[src/rtl/bbc_pkg.sv]
package bbc_pkg;
  typedef enum logic [2:0] {
    ST_IDLE = 3'd0,
    ST_ADDR = 3'd1,
    ST_DATA = 3'd2,
    ST_BOFF = 3'd3,
    ST_HOLD = 3'd4
  } bbc_state_e;
endpackage

[src/rtl/bbc_req_buf.sv]
module bbc_req_buf #(
  parameter int ADDR_W = 32,
  parameter int DATA_W = 64
) (
  input  logic              clk,
  input  logic              rst_n,
  input  logic              load,
  input  logic [ADDR_W-1:0] in_addr,
  input  logic              in_write,
  input  logic              in_line,
  input  logic              in_lock_end,
  input  logic [DATA_W-1:0] in_wdata,
  output logic [ADDR_W-1:0] cur_addr,
  output logic              cur_write,
  output logic              cur_line,
  output logic              cur_lock_end,
  output logic [DATA_W-1:0] cur_wdata
);
  // Holds the accepted access so a restart after back-off re-issues it unchanged.
  always_ff @(posedge clk or negedge rst_n) begin
    if (!rst_n) begin
      cur_addr     <= '0;
      cur_write    <= 1'b0;
      cur_line     <= 1'b0;
      cur_lock_end <= 1'b0;
      cur_wdata    <= '0;
    end else if (load) begin
      cur_addr     <= in_addr;
      cur_write    <= in_write;
      cur_line     <= in_line;
      cur_lock_end <= in_lock_end;
      cur_wdata    <= in_wdata;
    end
  end
endmodule

[src/rtl/bbc_beat_ctr.sv]
module bbc_beat_ctr #(
  parameter int BEATS  = 4,
  parameter int BEAT_W = (BEATS > 1) ? $clog2(BEATS) : 1
) (
  input  logic              clk,
  input  logic              rst_n,
  input  logic              clear,
  input  logic              beat_ok,
  input  logic              na_ok,
  input  logic              ken,
  input  logic              want_line,
  output logic [BEAT_W-1:0] beat,
  output logic              last
);
  localparam logic [BEAT_W-1:0] LAST_IDX = BEAT_W'(BEATS - 1);

  logic [BEAT_W-1:0] beat_q;
  logic              ken_seen_q;
  logic              ken_val_q;
  logic              ken_eff;
  logic              line_now;

  // The first of next-address or burst-ready freezes the cache-enable decision.
  assign ken_eff  = ken_seen_q ? ken_val_q : ken;
  assign line_now = want_line & ken_eff;
  assign last     = beat_ok & (~line_now | (beat_q == LAST_IDX));
  assign beat     = beat_q;

  always_ff @(posedge clk or negedge rst_n) begin
    if (!rst_n) begin
      beat_q     <= '0;
      ken_seen_q <= 1'b0;
      ken_val_q  <= 1'b0;
    end else if (clear) begin
      beat_q     <= '0;
      ken_seen_q <= 1'b0;
      ken_val_q  <= 1'b0;
    end else if (beat_ok) begin
      ken_seen_q <= 1'b1;
      ken_val_q  <= ken_eff;
      beat_q     <= last ? '0 : beat_q + 1'b1;
    end else if (na_ok && !ken_seen_q) begin
      ken_seen_q <= 1'b1;
      ken_val_q  <= ken;
    end
  end

  AST_BEAT_STEP: assert property (@(posedge clk) disable iff (!rst_n)
    (beat_ok && !last && !clear) |=> (beat_q == $past(beat_q) + 1'b1));
  AST_KEN_FROZEN: assert property (@(posedge clk) disable iff (!rst_n)
    (ken_seen_q && !clear) |=> (ken_val_q == $past(ken_val_q)));
endmodule

[src/rtl/bbc_seq.sv]
module bbc_seq
  import bbc_pkg::*;
(
  input  logic clk,
  input  logic rst_n,
  input  logic req_valid,
  input  logic req_lock,
  input  logic cur_lock_end,
  input  logic bus_boff,
  input  logic bus_hold,
  input  logic bus_brdy,
  input  logic bus_na,
  input  logic last,
  output logic req_ready,
  output logic fire,
  output logic ads,
  output logic hlda,
  output logic float_o,
  output logic lock_o,
  output logic beat_ok,
  output logic na_ok,
  output logic clear,
  output logic active
);
  bbc_state_e state_q, state_d;
  logic       lock_open_q;
  logic       hold_win;
  logic       in_data;

  assign hold_win  = bus_hold & ~lock_open_q;
  assign req_ready = (state_q == ST_IDLE) & ~bus_boff & ~hold_win &
                     (~lock_open_q | req_lock);
  assign fire      = req_valid & req_ready;
  assign in_data   = (state_q == ST_DATA);
  // Back-off outranks a ready or next-address in the same clock.
  assign beat_ok   = in_data & bus_brdy & ~bus_boff;
  assign na_ok     = in_data & bus_na & ~bus_boff;
  assign active    = (state_q == ST_ADDR) | in_data;
  assign clear     = fire | (active & bus_boff);
  assign ads       = (state_q == ST_ADDR);
  assign hlda      = (state_q == ST_HOLD);
  assign float_o   = bus_boff | (state_q == ST_BOFF) | (state_q == ST_HOLD);
  assign lock_o    = lock_open_q;

  always_comb begin
    state_d = state_q;
    unique case (state_q)
      ST_IDLE: begin
        if (bus_boff)      state_d = ST_IDLE;
        else if (hold_win) state_d = ST_HOLD;
        else if (fire)     state_d = ST_ADDR;
      end
      ST_ADDR: state_d = bus_boff ? ST_BOFF : ST_DATA;
      ST_DATA: begin
        if (bus_boff)  state_d = ST_BOFF;
        else if (last) state_d = ST_IDLE;
      end
      ST_BOFF: if (!bus_boff) state_d = ST_ADDR;
      ST_HOLD: if (!bus_hold) state_d = ST_IDLE;
      default: state_d = ST_IDLE;
    endcase
  end

  always_ff @(posedge clk or negedge rst_n) begin
    if (!rst_n) begin
      state_q     <= ST_IDLE;
      lock_open_q <= 1'b0;
    end else begin
      state_q <= state_d;
      if (last && cur_lock_end)  lock_open_q <= 1'b0;
      else if (fire && req_lock) lock_open_q <= 1'b1;
    end
  end

  AST_ADS_ONE_CLK: assert property (@(posedge clk) disable iff (!rst_n)
    ads |=> !ads);
  AST_RESTART_STROBE: assert property (@(posedge clk) disable iff (!rst_n)
    (state_q == ST_BOFF && !bus_boff) |=> ads);
  AST_GRANT_UNLOCKED: assert property (@(posedge clk) disable iff (!rst_n)
    $rose(hlda) |-> !lock_open_q);
  AST_NO_GRANT_MIDCYCLE: assert property (@(posedge clk) disable iff (!rst_n)
    active |=> !hlda);
  AST_HLDA_RELEASE: assert property (@(posedge clk) disable iff (!rst_n)
    (hlda && !bus_hold) |=> !hlda);
  AST_LOCK_ENDS_ON_BEAT: assert property (@(posedge clk) disable iff (!rst_n)
    $fell(lock_o) |-> $past(last));
endmodule

[src/rtl/bbc_top.sv]
module bbc_top #(
  parameter int ADDR_W     = 32,
  parameter int DATA_W     = 64,
  parameter int LINE_BEATS = 4,
  parameter int BEAT_W     = (LINE_BEATS > 1) ? $clog2(LINE_BEATS) : 1
) (
  input  logic              clk,
  input  logic              rst_n,
  input  logic              req_valid,
  output logic              req_ready,
  input  logic [ADDR_W-1:0] req_addr,
  input  logic              req_write,
  input  logic              req_cacheable,
  input  logic              req_lock,
  input  logic              req_lock_end,
  input  logic [DATA_W-1:0] req_wdata,
  output logic              rsp_valid,
  output logic [BEAT_W-1:0] rsp_beat,
  output logic [DATA_W-1:0] rsp_data,
  output logic              rsp_done,
  output logic              bus_ads,
  output logic [ADDR_W-1:0] bus_addr,
  output logic              bus_write,
  output logic              bus_cache,
  output logic              bus_lock,
  output logic [DATA_W-1:0] bus_wdata,
  input  logic [DATA_W-1:0] bus_rdata,
  input  logic              bus_brdy,
  input  logic              bus_ken,
  input  logic              bus_na,
  input  logic              bus_boff,
  input  logic              bus_hold,
  output logic              bus_hlda,
  output logic              bus_float
);
  logic fire, beat_ok, na_ok, clear, active, last;
  logic cur_line, cur_lock_end;

  bbc_req_buf #(.ADDR_W(ADDR_W), .DATA_W(DATA_W)) u_buf (
    .clk          (clk),
    .rst_n        (rst_n),
    .load         (fire),
    .in_addr      (req_addr),
    .in_write     (req_write),
    .in_line      (req_cacheable & ~req_write),
    .in_lock_end  (req_lock_end),
    .in_wdata     (req_wdata),
    .cur_addr     (bus_addr),
    .cur_write    (bus_write),
    .cur_line     (cur_line),
    .cur_lock_end (cur_lock_end),
    .cur_wdata    (bus_wdata)
  );

  bbc_seq u_seq (
    .clk          (clk),
    .rst_n        (rst_n),
    .req_valid    (req_valid),
    .req_lock     (req_lock),
    .cur_lock_end (cur_lock_end),
    .bus_boff     (bus_boff),
    .bus_hold     (bus_hold),
    .bus_brdy     (bus_brdy),
    .bus_na       (bus_na),
    .last         (last),
    .req_ready    (req_ready),
    .fire         (fire),
    .ads          (bus_ads),
    .hlda         (bus_hlda),
    .float_o      (bus_float),
    .lock_o       (bus_lock),
    .beat_ok      (beat_ok),
    .na_ok        (na_ok),
    .clear        (clear),
    .active       (active)
  );

  bbc_beat_ctr #(.BEATS(LINE_BEATS), .BEAT_W(BEAT_W)) u_ctr (
    .clk       (clk),
    .rst_n     (rst_n),
    .clear     (clear),
    .beat_ok   (beat_ok),
    .na_ok     (na_ok),
    .ken       (bus_ken),
    .want_line (cur_line),
    .beat      (rsp_beat),
    .last      (last)
  );

  assign bus_cache = active & cur_line;
  assign rsp_valid = beat_ok;
  assign rsp_done  = last;
  assign rsp_data  = bus_rdata;

  AST_FIRST_CLK_IGNORED: assert property (@(posedge clk) disable iff (!rst_n)
    bus_ads |-> !rsp_valid);
  AST_BOFF_BEATS_READY: assert property (@(posedge clk) disable iff (!rst_n)
    bus_boff |-> (!rsp_valid && bus_float));
  AST_DONE_WITH_BEAT: assert property (@(posedge clk) disable iff (!rst_n)
    rsp_done |-> rsp_valid);
endmodule

[config.mk]
export PLATFORM = sky130hd
export DESIGN_NAME = bbc_top
export DESIGN_NICKNAME = d
export VERILOG_FILES = /design/src/rtl/bbc_pkg.sv /design/src/rtl/bbc_req_buf.sv /design/src/rtl/bbc_beat_ctr.sv /design/src/rtl/bbc_seq.sv /design/src/rtl/bbc_top.sv
export SDC_FILE = /design/constraint.sdc
export NUM_CORES = 1
export LEC_CHECK = 0
export BUFFER_PORTS_ARGS = -buffer_cell sky130_fd_sc_hd__buf_2
export CAP_MARGIN = 40
export CORE_AREA = 2 2 132 134
export DETAILED_ROUTE_END_ITERATION = 8
export DIE_AREA = 0 0 134 136
export PLACE_DENSITY = 0.68
export SYNTH_ARGS = -nofsm -noshare
export SYNTH_HDL_FRONTEND = slang
export SYNTH_SLANG_ARGS = --single-unit
[constraint.sdc]
create_clock -name clk -period 2.5 [get_ports clk]
set_clock_uncertainty 0.1 [all_clocks]
set_input_delay 0.25 -clock clk [delete_from_list [all_inputs] [get_ports clk]]
set_output_delay 0.25 -clock clk [all_outputs]
set_load 0.005 [all_outputs]
### Word level (Yosys, flattened, before mapping)

Cells that the tools add are included.

| word-level totals | value |
|---|---|
| bits in registers | 107 |
| bits in latches | 0 |
| bits in writable memories | 0 |
| memory bits (read-only) | 0 |
| input port bits | 172 |
| output and inout bits | 171 |
| logic and storage cells | 75 |
| memories kept | 0 |

| cells by class | value |
|---|---|
| add/sub/neg operators | 1 |
| $mul | 0 |
| divide/modulo/power cells | 0 |
| $lt $le $gt $ge | 0 |
| equality and inequality tests | 9 |
| shifts and indexed selects | 0 |
| muxes and demuxes | 21 |
| bitwise gates (word level) | 25 |
| reductions and logical operators | 9 |

Operators by type and width:

| kind | number |
|---|---|
| $mux 3 | 7 |
| $pmux 3 s5 | 1 |
| $and 1x1->1 | 14 |
| $mux 1 | 10 |
| $eq 3x2->1 const B | 2 |
| $mux 2 | 3 |
| $or 1x1->1 | 6 |
| $not 1->1 | 5 |
| $ne 2x2->1 const B | 2 |
| $ne 4x2->1 const B | 1 |
| $reduce_and 4->1 | 1 |
| $reduce_bool 2->1 | 2 |
| $eq 3x1->1 const B | 1 |
| $eq 3x3->1 const B | 1 |
| $logic_and 1x1->1 | 3 |
| $logic_not 3->1 | 1 |
| $ne 3x2->1 const B | 1 |
| $reduce_bool 3->1 | 1 |
| $add 2x1->2 const B | 1 |
| $eq 2x2->1 const B | 1 |
| $logic_not 1->1 | 1 |

### Logic depth before layout (Yosys ltp)

Gate-level depths: netlist of the first run.

| logic depth | value |
|---|---|
| depth in word-level cells | 10 |
| depth in mapped cells | 6 |
| gate-level depth less buffers | 4 |

### Hierarchy

Synthesis of the first run repeated with hierarchy kept, for this count alone.

| unflattened totals | value |
|---|---|
| cells, all modules | 334 |
| area, all modules | 4723.3 µm² |

Modules (own cells, without submodules):

| module | times used | cells each | area each (µm²) |
|---|---|---|---|
| bbc_req_buf | 1 | 209 | 3703.6 |
| bbc_top | 1 | 66 | 500.5 |
| bbc_seq | 1 | 41 | 309.0 |
| bbc_beat_ctr | 1 | 18 | 210.2 |

### Worst setup path after synthesis of the first run

Ideal clock, no wire load.

| path | value |
|---|---|
| kind | reg2out |
| start | register u_seq.state_q[2] |
| end | output rsp_done |
| arrival time | 1566 ps |
| path slack | 584 ps |
| cell stages (with the launch flop) | 5 |
| buffers on the path | 1 |
| path through | dfrtp_1 buf_2 or4b_2 nor2_1 and2_1 |

| on the way | value |
|---|---|
| word-level cells in the longest chain between the ends | 4 |

RTL lines:

| item | RTL line | source |
|---|---|---|
| start: declaration | bbc_seq.sv:25 | `bbc_state_e state_q, state_d;` |
| start signal: assignment | bbc_seq.sv:69 | `state_q <= state_d;` |
| $eq 3x2->1 | bbc_seq.sv:34 | `assign in_data = (state_q == ST_DATA);` |
| $and 1x1->1 (2 in a row) | bbc_seq.sv:36 | `assign beat_ok = in_data & bus_brdy & ~bus_boff;` |
| net rsp_valid | bbc_top.sv:17 | `output logic rsp_valid,` |
| $and 1x1->1 | bbc_beat_ctr.sv:26 | `assign last = beat_ok & (~line_now \| (beat_q == LAST_IDX));` |
| end: declaration | bbc_top.sv:20 | `output logic rsp_done,` |

The timed path passes the listed nets, and every way through them passes these cells.

### Worst setup path after layout of the first run

| path | value |
|---|---|
| start | register u_seq.state_q[2] |
| end | output rsp_done |

| on the way | value |
|---|---|
| word-level cells in the longest chain between the ends | 4 |

RTL lines:

| item | RTL line |
|---|---|
| $eq 3x2->1 | bbc_seq.sv:34 |
| $and 1x1->1 (2 in a row) | bbc_seq.sv:36 |
| $and 1x1->1 | bbc_beat_ctr.sv:26 |

Every way passes these cells.

==> results of run 1 <==
worst min-delay path by stage:
stage,from,endpoint,cells past startpoint
finish,req_addr[5],u_buf.cur_addr[5],2
detailed placement,rst_n,u_buf.cur_addr[3],1
global placement,rst_n,u_buf.cur_wdata[60],1
global route,req_wdata[57],u_buf.cur_wdata[57],2
CTS,req_wdata[2],u_buf.cur_wdata[2],2
floorplan,rst_n,u_buf.cur_addr[0],0
cell families (layout without fill, tap and decap cells):
kind of cell,count (synthesis),after routing,share of synthesized area (%)
flops,107,107,56.2
mux,100,100,24.4
buf+inv,80,239,12.0
simple gates,31,31,4.36
compound gates,17,17,2.63
fa+ha+maj,1,1,0.262
xor+xnor,1,1,0.184
Yosys cell counts, drive strengths merged, types with 2 or more instances:
library cell  count  share of area (%)
nor3b             3               0.71
nand2b            3               0.39
a22oi             3               0.47
inv               2               0.16
nand2             2               0.16
buf              78                 12
nor2              8               0.63
and2              4               0.52
a21oi             2               0.21
nor2b             3               0.39
mux2            100                 24
nand4             3               0.71
dfrtp           107                 56
o21ai             3               0.31
per-stage QoR:
step	power (mW)	setup WS [ns]	utilization (%)	hold slack, ns	instances
2_1_floorplan	4.08	0.584	-	-0.146	337
3_3_place_gp	5.02	0.358	33.4	0.158	703
3_5_place_dp	5.11	0.355	33.4	0.174	703
4_1_cts	6.60	0.0402	35.3	0.00217	721
5_1_grt	6.92	0.00672	35.3	0.00546	721
6_report	6.49	0.0990	35.3	0.0234	721
layer usage:
layer  global-route usage, %  vias to the layer above  routed length [µm]
met5                       0                        -                   0
met4                    7.27                        0                 348
met3                    4.55                       32                1150
met2                    19.0                      181                5510
met1                    13.0                     1518                4050
li1                        -                     1406                   -
flip-flops by register name, summed over array words and instances (netlist names), 2 cells and up:
name,count
u_buf.cur_addr,32
u_buf.cur_wdata,64
u_ctr.beat,2
u_seq.state_q,3
final cells by class:
class | instances | area, µm²
Fill cell | 1661 | 10900
Sequential cell | 107 | 2680
Clock inverter | 7 | 80.1
Multi-Input combinational cell | 150 | 1520
Timing Repair Buffer | 221 | 1170
Tap cell | 225 | 282
Inverter | 2 | 7.51
Clock buffer | 9 | 225
power breakdown:
part	internal [mW]	switching (mW)	leakage (nW)	total, mW
Clock	0.715	0.719	0.146	1.43
Sequential	2.51	0.429	1.34	2.93
Combinational	1.29	0.826	1.63	2.12
Total	4.51	1.97	3.11	6.49
what timing repair did:
item	4_1_cts	5_1_grt
hold endpoints to repair	41	0
setup endpoints to repair	1	1
cloned	0	0
gates resized for setup	1	2
hold buffers	2	0
==> load_flow_metrics.sql, run 1 <==
INSERT INTO impl_metrics (metric_group, metric, value, unit) VALUES
('logic_synthesis', 'netlist_instances', '337', ''),
('placement', 'numPortBuffers', '214', ''),
('die', 'floorplan.die.width', '134', 'µm'),
('worst_setup_path', 'critical-path-max-stage-delay', '0.77', 'ns'),
('timing', 'timing.slew.headroom', '63.3', '%'),
('pwr', 'leakagePower', '3.11', 'nW'),
('timing', 'final-setup-viol-count', '0', ''),
('worst_setup_path', 'setup.worst_path.end_class', 'output port', ''),
('timing', 'period_needed', '2.40', 'ns'),
('run_status', 'run_status', 'complete, no violations', ''),
('hold_path', 'hold_class', 'in2reg', ''),
('logic_synthesis', 'ys_async_sr_fraction', '100', '%'),
('worst_setup_path', 'timing.critical_path.from', 'u_seq.state_q[2]', ''),
('layout', 'drive_above_1_share', '69.2', '%'),
('clocking', 'cts_num_sinks', '107', ''),
('drt', 'drt_iter0_drc', '54', ''),
('worst_setup_path', 'cp-start-kind', 'flip-flop', ''),
('layout', 'final_cell_area', '0.00596', 'mm²'),
('die', 'design.die.area', '0.0182', 'mm²'),
('logic_synthesis', 'synth_cell_type_count', '35', ''),
('worst_setup_path', 'cell_by_cell_listing_of_the_critical_path', 'or4b_2 -> nor2_2 -> and2_1 -> buf_2', ''),
('clocking', 'cts-root-buf', 'sky130_fd_sc_hd__clkbuf_16', ''),
('drt', 'vias', '3137', ''),
('layout', 'antenna_cells', '0', ''),
('worst_setup_path', 'critical_path_arrival', '2.05', 'ns'),
('worst_setup_path', 'critical_path_required', '2.15', 'ns'),
('global_route', 'grt_antenna_before_repair', '0', ''),
('die', 'initial_core_util', '28.2', '%'),
('logic_synthesis', 'synthesis.area_per_instance', '14.1', 'µm²'),
('run', 'drv_cap', '0', ''),
('drt', 'routed_wl_per_cell', '15.3', 'µm'),
('timing', 'grt_setup_unrepaired', 'no', ''),
('global_route', 'grtUsageTotal', '11.7', '%'),
('drt', 'drtPass1Iterations', '4', ''),
('clocking', 'tritoncts', 'built', ''),
('die', 'core.rowCount', '48', ''),
('timing', 'timing.setup.tns', '0', 'ns'),
('global_route', 'grt_start_max_net_pins', '68', ''),
('drt', 'total_wirelength', '11100', 'µm'),
('timing', 'timing.final.crit_share', '96.0', '%'),
('worst_setup_path', 'reg2regPathDepth', '4', ''),
('placement', 'gp_congestion', '0.800', ''),
('timing', 'tightest_slew', '0.551', 'ns'),
('worst_setup_path', 'timing.rr.start', 'u_seq.state_q[1]', ''),
('clocking', 'clock_insertion_delay_worst_skew', '0.35', 'ns'),
('logic_synthesis', 'combined_area_of_all_synthesized_cells', '0.00477', 'mm²'),
('worst_setup_path', 'critical_path.reg2reg.endpoint', 'u_buf.cur_wdata[63]', ''),
('worst_setup_path', 'timing.critical_path.depth', '4', ''),
('worst_setup_path', 'cp_max_fo', '11', ''),
('pwr', 'peakVddDrop', '542', 'µV'),
('logic_synthesis', 'ys_ff_latch', '107', ''),
('worst_setup_path', 'critical-path-slowest-cell', 'sky130_fd_sc_hd__or4b_2', ''),
('logic_synthesis', 'yosys_most_used_dff', 'sky130_fd_sc_hd__dfrtp_1', ''),
('timing', 'finalHoldViolCount', '0', ''),
('worst_setup_path', 'endpoint', 'rsp_done', ''),
('pwr', 'power_density', '1090', 'mW/mm²'),
('drt', 'detail-route-antenna-nets', '0', ''),
('worst_setup_path', 'timing.reg2reg.setup_slack', '0.41', 'ns'),
('global_route', 'first_global_vias', '3398', ''),
('logic_synthesis', 'synth.net_count', '510', ''),
('layout', 'final_common_cell', 'sky130_fd_sc_hd__buf_2', ''),
('placement', 'hpwl', '8550', 'µm'),
('die', 'die-height', '136', 'µm'),
('clocking', 'clk_pin_slew', '0.08', 'ns'),
('logic_synthesis', 'synth-edff-count', '0', ''),
('clocking', 'cts_inserted_buffers', '9', ''),
('worst_setup_path', 'worstSetupPathType', 'reg2out', ''),
('logic_synthesis', 'number_of_synthesis_warnings', '0', ''),
('drt', 'detail_route.drc_violations', '0', ''),
('drt', 'vias_per_cell', '4.35', ''),
('worst_setup_path', 'cpLargestDelayFamily', 'simple AND/OR/NAND/NOR gates', '');
(Power assumes the default switching activity.)
==> run 2, diff against run 1 <==
SLEW_MARGIN = 20   (was unset)
SYNTH_HIERARCHICAL = 1   (was unset)
==> run 2 against run 1 <==
Synthesized cell count fell by 0.89%. Die area is the same. Via count decreased by 2.9%. Routed wire length increased by 1.9%. Fmax is 17% higher. Critical endpoint unchanged. Final cell count decreased by 0.83%. Critical path type unchanged.
==> load_flow_metrics.sql, run 2 <==
INSERT INTO impl_metrics (metric_group, metric, value, unit) VALUES
('run_status', 'run_status', 'complete, no violations', ''),
('global_route', 'grt_start_max_net_pins', '63', ''),
('layout', 'area_delta_synth_final', '24.3', '%'),
('hold_path', 'hold_class', 'in2reg', ''),
('global_route', 'grt-ovfl-total', '0', ''),
('logic_synthesis', 'netlist_instances', '334', ''),
('die', 'floorplan.die.width', '134', 'µm'),
('worst_setup_path', 'reg2regPathDepth', '5', ''),
('hold_path', 'min-delay-start', 'req_wdata[5]', ''),
('placement', 'hpwl', '8560', 'µm'),
('logic_synthesis', 'synth-edff-count', '0', ''),
('clocking', 'clock_path_buffers', '2', ''),
('worst_setup_path', 'critical_path_required', '2.15', 'ns'),
('clocking', 'cts_inserted_buffers', '9', ''),
('drt', 'drtPass1Iterations', '4', ''),
('clocking', 'cts.htree.levels', '3', ''),
('timing', 'timing.slew.headroom', '60.4', '%'),
('pwr', 'peakVddDrop', '429', 'µV'),
('layout', 'reg_with_most_ffs', 'u_buf/cur_wdata', ''),
('drt', 'vias_per_cell', '4.26', ''),
('clocking', 'cts-root-buf', 'sky130_fd_sc_hd__clkbuf_16', ''),
('worst_setup_path', 'setup.worst_path.end_class', 'output port', ''),
('drt', 'total_wirelength', '11300', 'µm'),
('logic_synthesis', 'ys_ff_latch', '107', ''),
('worst_setup_path', 'critical_path.reg2reg.endpoint', 'u_buf/cur_addr[4]', ''),
('worst_setup_path', 'timing.rr.start', 'u_seq/state_q[0]', ''),
('worst_setup_path', 'critical-path-slowest-cell', 'sky130_fd_sc_hd__dfrtp_1', ''),
('global_route', 'grtUsageTotal', '12.1', '%'),
('timing', 'period_needed', '2.05', 'ns'),
('worst_setup_path', 'critical-path-max-stage-delay', '0.47', 'ns'),
('clocking', 'cts_setup_buffers', '0', ''),
('clocking', 'cts_num_sinks', '107', ''),
('worst_setup_path', 'cp-start-kind', 'flip-flop', ''),
('clocking', 'clock_insertion_delay_worst_skew', '0.34', 'ns'),
('layout', 'final_std_cells_w_o_fill', '715', ''),
('placement', 'gp_congestion', '0.793', ''),
('global_route', 'grt_first_pass_wirelength', '17000', 'µm'),
('worst_setup_path', 'cp_max_fo', '9', ''),
('hold_path', 'worst_hold_end', 'u_buf/cur_wdata[5]', ''),
('timing', 'worst_hold_margin', '0.0220', 'ns'),
('layout', 'reg.largest.list', 'u_buf/cur_wdata (64), u_buf/cur_addr (32), u_seq/state_q (3)', ''),
('logic_synthesis', 'synth_cell_type_count', '33', ''),
('timing', 'slew_violations', '0', ''),
('layout', 'drive_above_1_share', '69.2', '%'),
('logic_synthesis', 'netlist_top_cells_area', 'sky130_fd_sc_hd__dfrtp_1 57%, sky130_fd_sc_hd__mux2_2 21%, sky130_fd_sc_hd__buf_4 10%', ''),
('die', 'die-height', '136', 'µm'),
('logic_synthesis', 'yosysTopAreaCellShare', '56.7', '%'),
('timing', 'finalHoldViolCount', '0', ''),
('die', 'io-pin-count', '343', ''),
('placement', 'pre_cts_slack', '0.555', 'ns'),
('timing', 'timing.final.crit_share', '82.1', '%'),
('layout', 'final_net_count', '658', ''),
('worst_setup_path', 'worstSetupPathType', 'reg2out', ''),
('logic_synthesis', 'number_of_synthesis_warnings', '6', ''),
('drt', 'drt_iter0_drc', '139', ''),
('global_route', 'first_global_vias', '3316', ''),
('logic_synthesis', 'synth_commonest_cells', '107 x sky130_fd_sc_hd__dfrtp_1, 89 x sky130_fd_sc_hd__mux2_2, 65 x sky130_fd_sc_hd__buf_4, 12 x sky130_fd_sc_hd__nor2_1', ''),
('layout', 'antenna_cells', '0', ''),
('worst_setup_path', 'cell_by_cell_listing_of_the_critical_path', 'nor2_1 -> and3_1 -> and2b_2 -> buf_2', ''),
('logic_synthesis', 'ys_async_sr_fraction', '100', '%'),
('layout', 'count_of_fill_cells_added_during_filler_insertion', '1645', ''),
('logic_synthesis', 'synth_top_area_cell', 'sky130_fd_sc_hd__dfrtp_1', ''),
('drt', 'detail_route.drc_violations', '0', ''),
('die', 'core.rowCount', '48', ''),
('worst_setup_path', 'critical_path_arrival', '1.70', 'ns'),
('global_route', 'grt_antenna_before_repair', '0', ''),
('hold_path', 'whs_path_depth', '2', ''),
('layout', 'final_common_cell', 'sky130_fd_sc_hd__buf_2', ''),
('logic_synthesis', 'yosys_most_used_dff', 'sky130_fd_sc_hd__dfrtp_1', ''),
('timing', 'grt_setup_unrepaired', 'no', ''),
('pwr', 'leakagePower', '3.01', 'nW'),
('logic_synthesis', 'dominant_cell_by_count_in_the_synthesized_netlist', 'sky130_fd_sc_hd__dfrtp_1', ''),
('timing', 'final.setup.worst_slack', '0.447', 'ns'),
('timing', 'tightest_slew', '0.594', 'ns'),
('logic_synthesis', 'synth.net_count', '507', ''),
('clocking', 'tritoncts', 'built', ''),
('clocking', 'clk_pin_slew', '0.08', 'ns'),
('timing', 'timing.setup.tns', '0', 'ns'),
('run', 'drv_cap', '0', ''),
('placement', 'place_inst', '698', ''),
('drt', 'detail-route-antenna-nets', '0', ''),
('timing', 'final-setup-viol-count', '0', ''),
('layout', 'mostFrequentLayoutCells', '213 x sky130_fd_sc_hd__buf_2, 107 x sky130_fd_sc_hd__dfrtp_1, 89 x sky130_fd_sc_hd__mux2_2', ''),
('logic_synthesis', 'combined_area_of_all_synthesized_cells', '0.00472', 'mm²'),
('clocking', 'cts_repair_resize_count', '0', ''),
('drt', 'routed_wl_per_cell', '15.8', 'µm'),
('logic_synthesis', 'synthesis.area_per_instance', '14.1', 'µm²'),
('placement', 'numPortBuffers', '214', ''),
('drt', 'vias', '3047', ''),
('layout', 'largest_reg_flops', '64', ''),
('die', 'initial_core_util', '28.0', '%'),
('die', 'core_area', '0.0169', 'mm²'),
('worst_setup_path', 'timing.reg2reg.setup_slack', '0.51', 'ns'),
('logic_synthesis', 'ys_seq_area_share', '56.7', '%'),
('die', 'design.die.area', '0.0182', 'mm²'),
('pwr', 'power_density', '1150', 'mW/mm²'),
('timing', 'maxClockFrequency', '487', 'MHz');
[run 2: worst max path at each step]
stage | slack [ns] | startpoint | endpoint | cells after the start
floorplan | 0.69 | u_seq/state_q[2] | u_buf/cur_addr[20] | 8
global placement | 0.62 | u_seq/state_q[2] | u_buf/cur_addr[0] | 5
detailed placement | 0.56 | u_seq/state_q[0] | u_buf/cur_wdata[49] | 5
CTS | 0.43 | u_seq/state_q[2] | rsp_done | 4
global route | 0.33 | u_seq/state_q[1] | rsp_done | 4
finish | 0.45 | u_seq/state_q[2] | rsp_done | 4
[run 2: power breakdown]
part           switching [mW]  internal, mW  leakage (nW)  total, mW
Combinational           0.886          1.40          1.53       2.29
Clock                   0.663         0.719         0.142       1.38
Sequential              0.469          2.59          1.34       3.06
[run 2: critical path, delay by kind of cell (launching register included)]
family,cells,cell delay (ns)
and+or+nand+nor,3,0.76
buffers and inverters,1,0.12
DFF,1,0.47
[run 2: final cells by class]
| cell class | instances | area (µm²) | share of cell area (%) |
|---|---|---|---|
| Sequential cell | 107 | 2680 | 45.6 |
| Tap cell | 225 | 282 | 4.79 |
| Clock inverter | 5 | 46.3 | 0.788 |
| Clock buffer | 11 | 243 | 4.13 |
| Multi-Input combinational cell | 149 | 1480 | 25.2 |
| Timing Repair Buffer | 218 | 1140 | 19.5 |
[run 2: kinds of logic after synthesis]
| logic type | synth area share [%] |
|---|---|
| AO/OA/AOI/OAI | 1.91 |
| adder cells (fa/ha/maj) | 0.265 |
| buffers and inverters | 12.1 |
| flip-flops | 56.7 |
| multiplexers | 24.8 |
| AND/OR/NAND/NOR | 4.21 |
[run 2: per-layer routing]
layer  global-route usage [%]  wire length [µm]  vias to the layer above
met3                     4.66              1070                       65
met1                     12.3              3940                     1423
met2                     19.9              5480                      177
met5                        0                 0                        -
li1                         -                 -                     1382
met4                     9.46               788                        0
[run 2: repair_timing]
| action | 4_1_cts | 5_1_grt |
|---|---|---|
| hold buffers | 1 | 0 |
| setup endpoints to repair | 0 | 0 |
| hold endpoints to repair | 45 | 0 |
[run 2: per-stage QoR]
stage / instance area [µm²] / utilization, % / power (mW)
6_report: 5870 / 34.8 / 6.73
2_1_floorplan: 4720 / - / 4.28
3_3_place_gp: 5570 / 33.0 / 5.30
3_5_place_dp: 5570 / 33.0 / 5.41
5_1_grt: 5870 / 34.8 / 7.21
4_1_cts: 5870 / 34.8 / 6.85
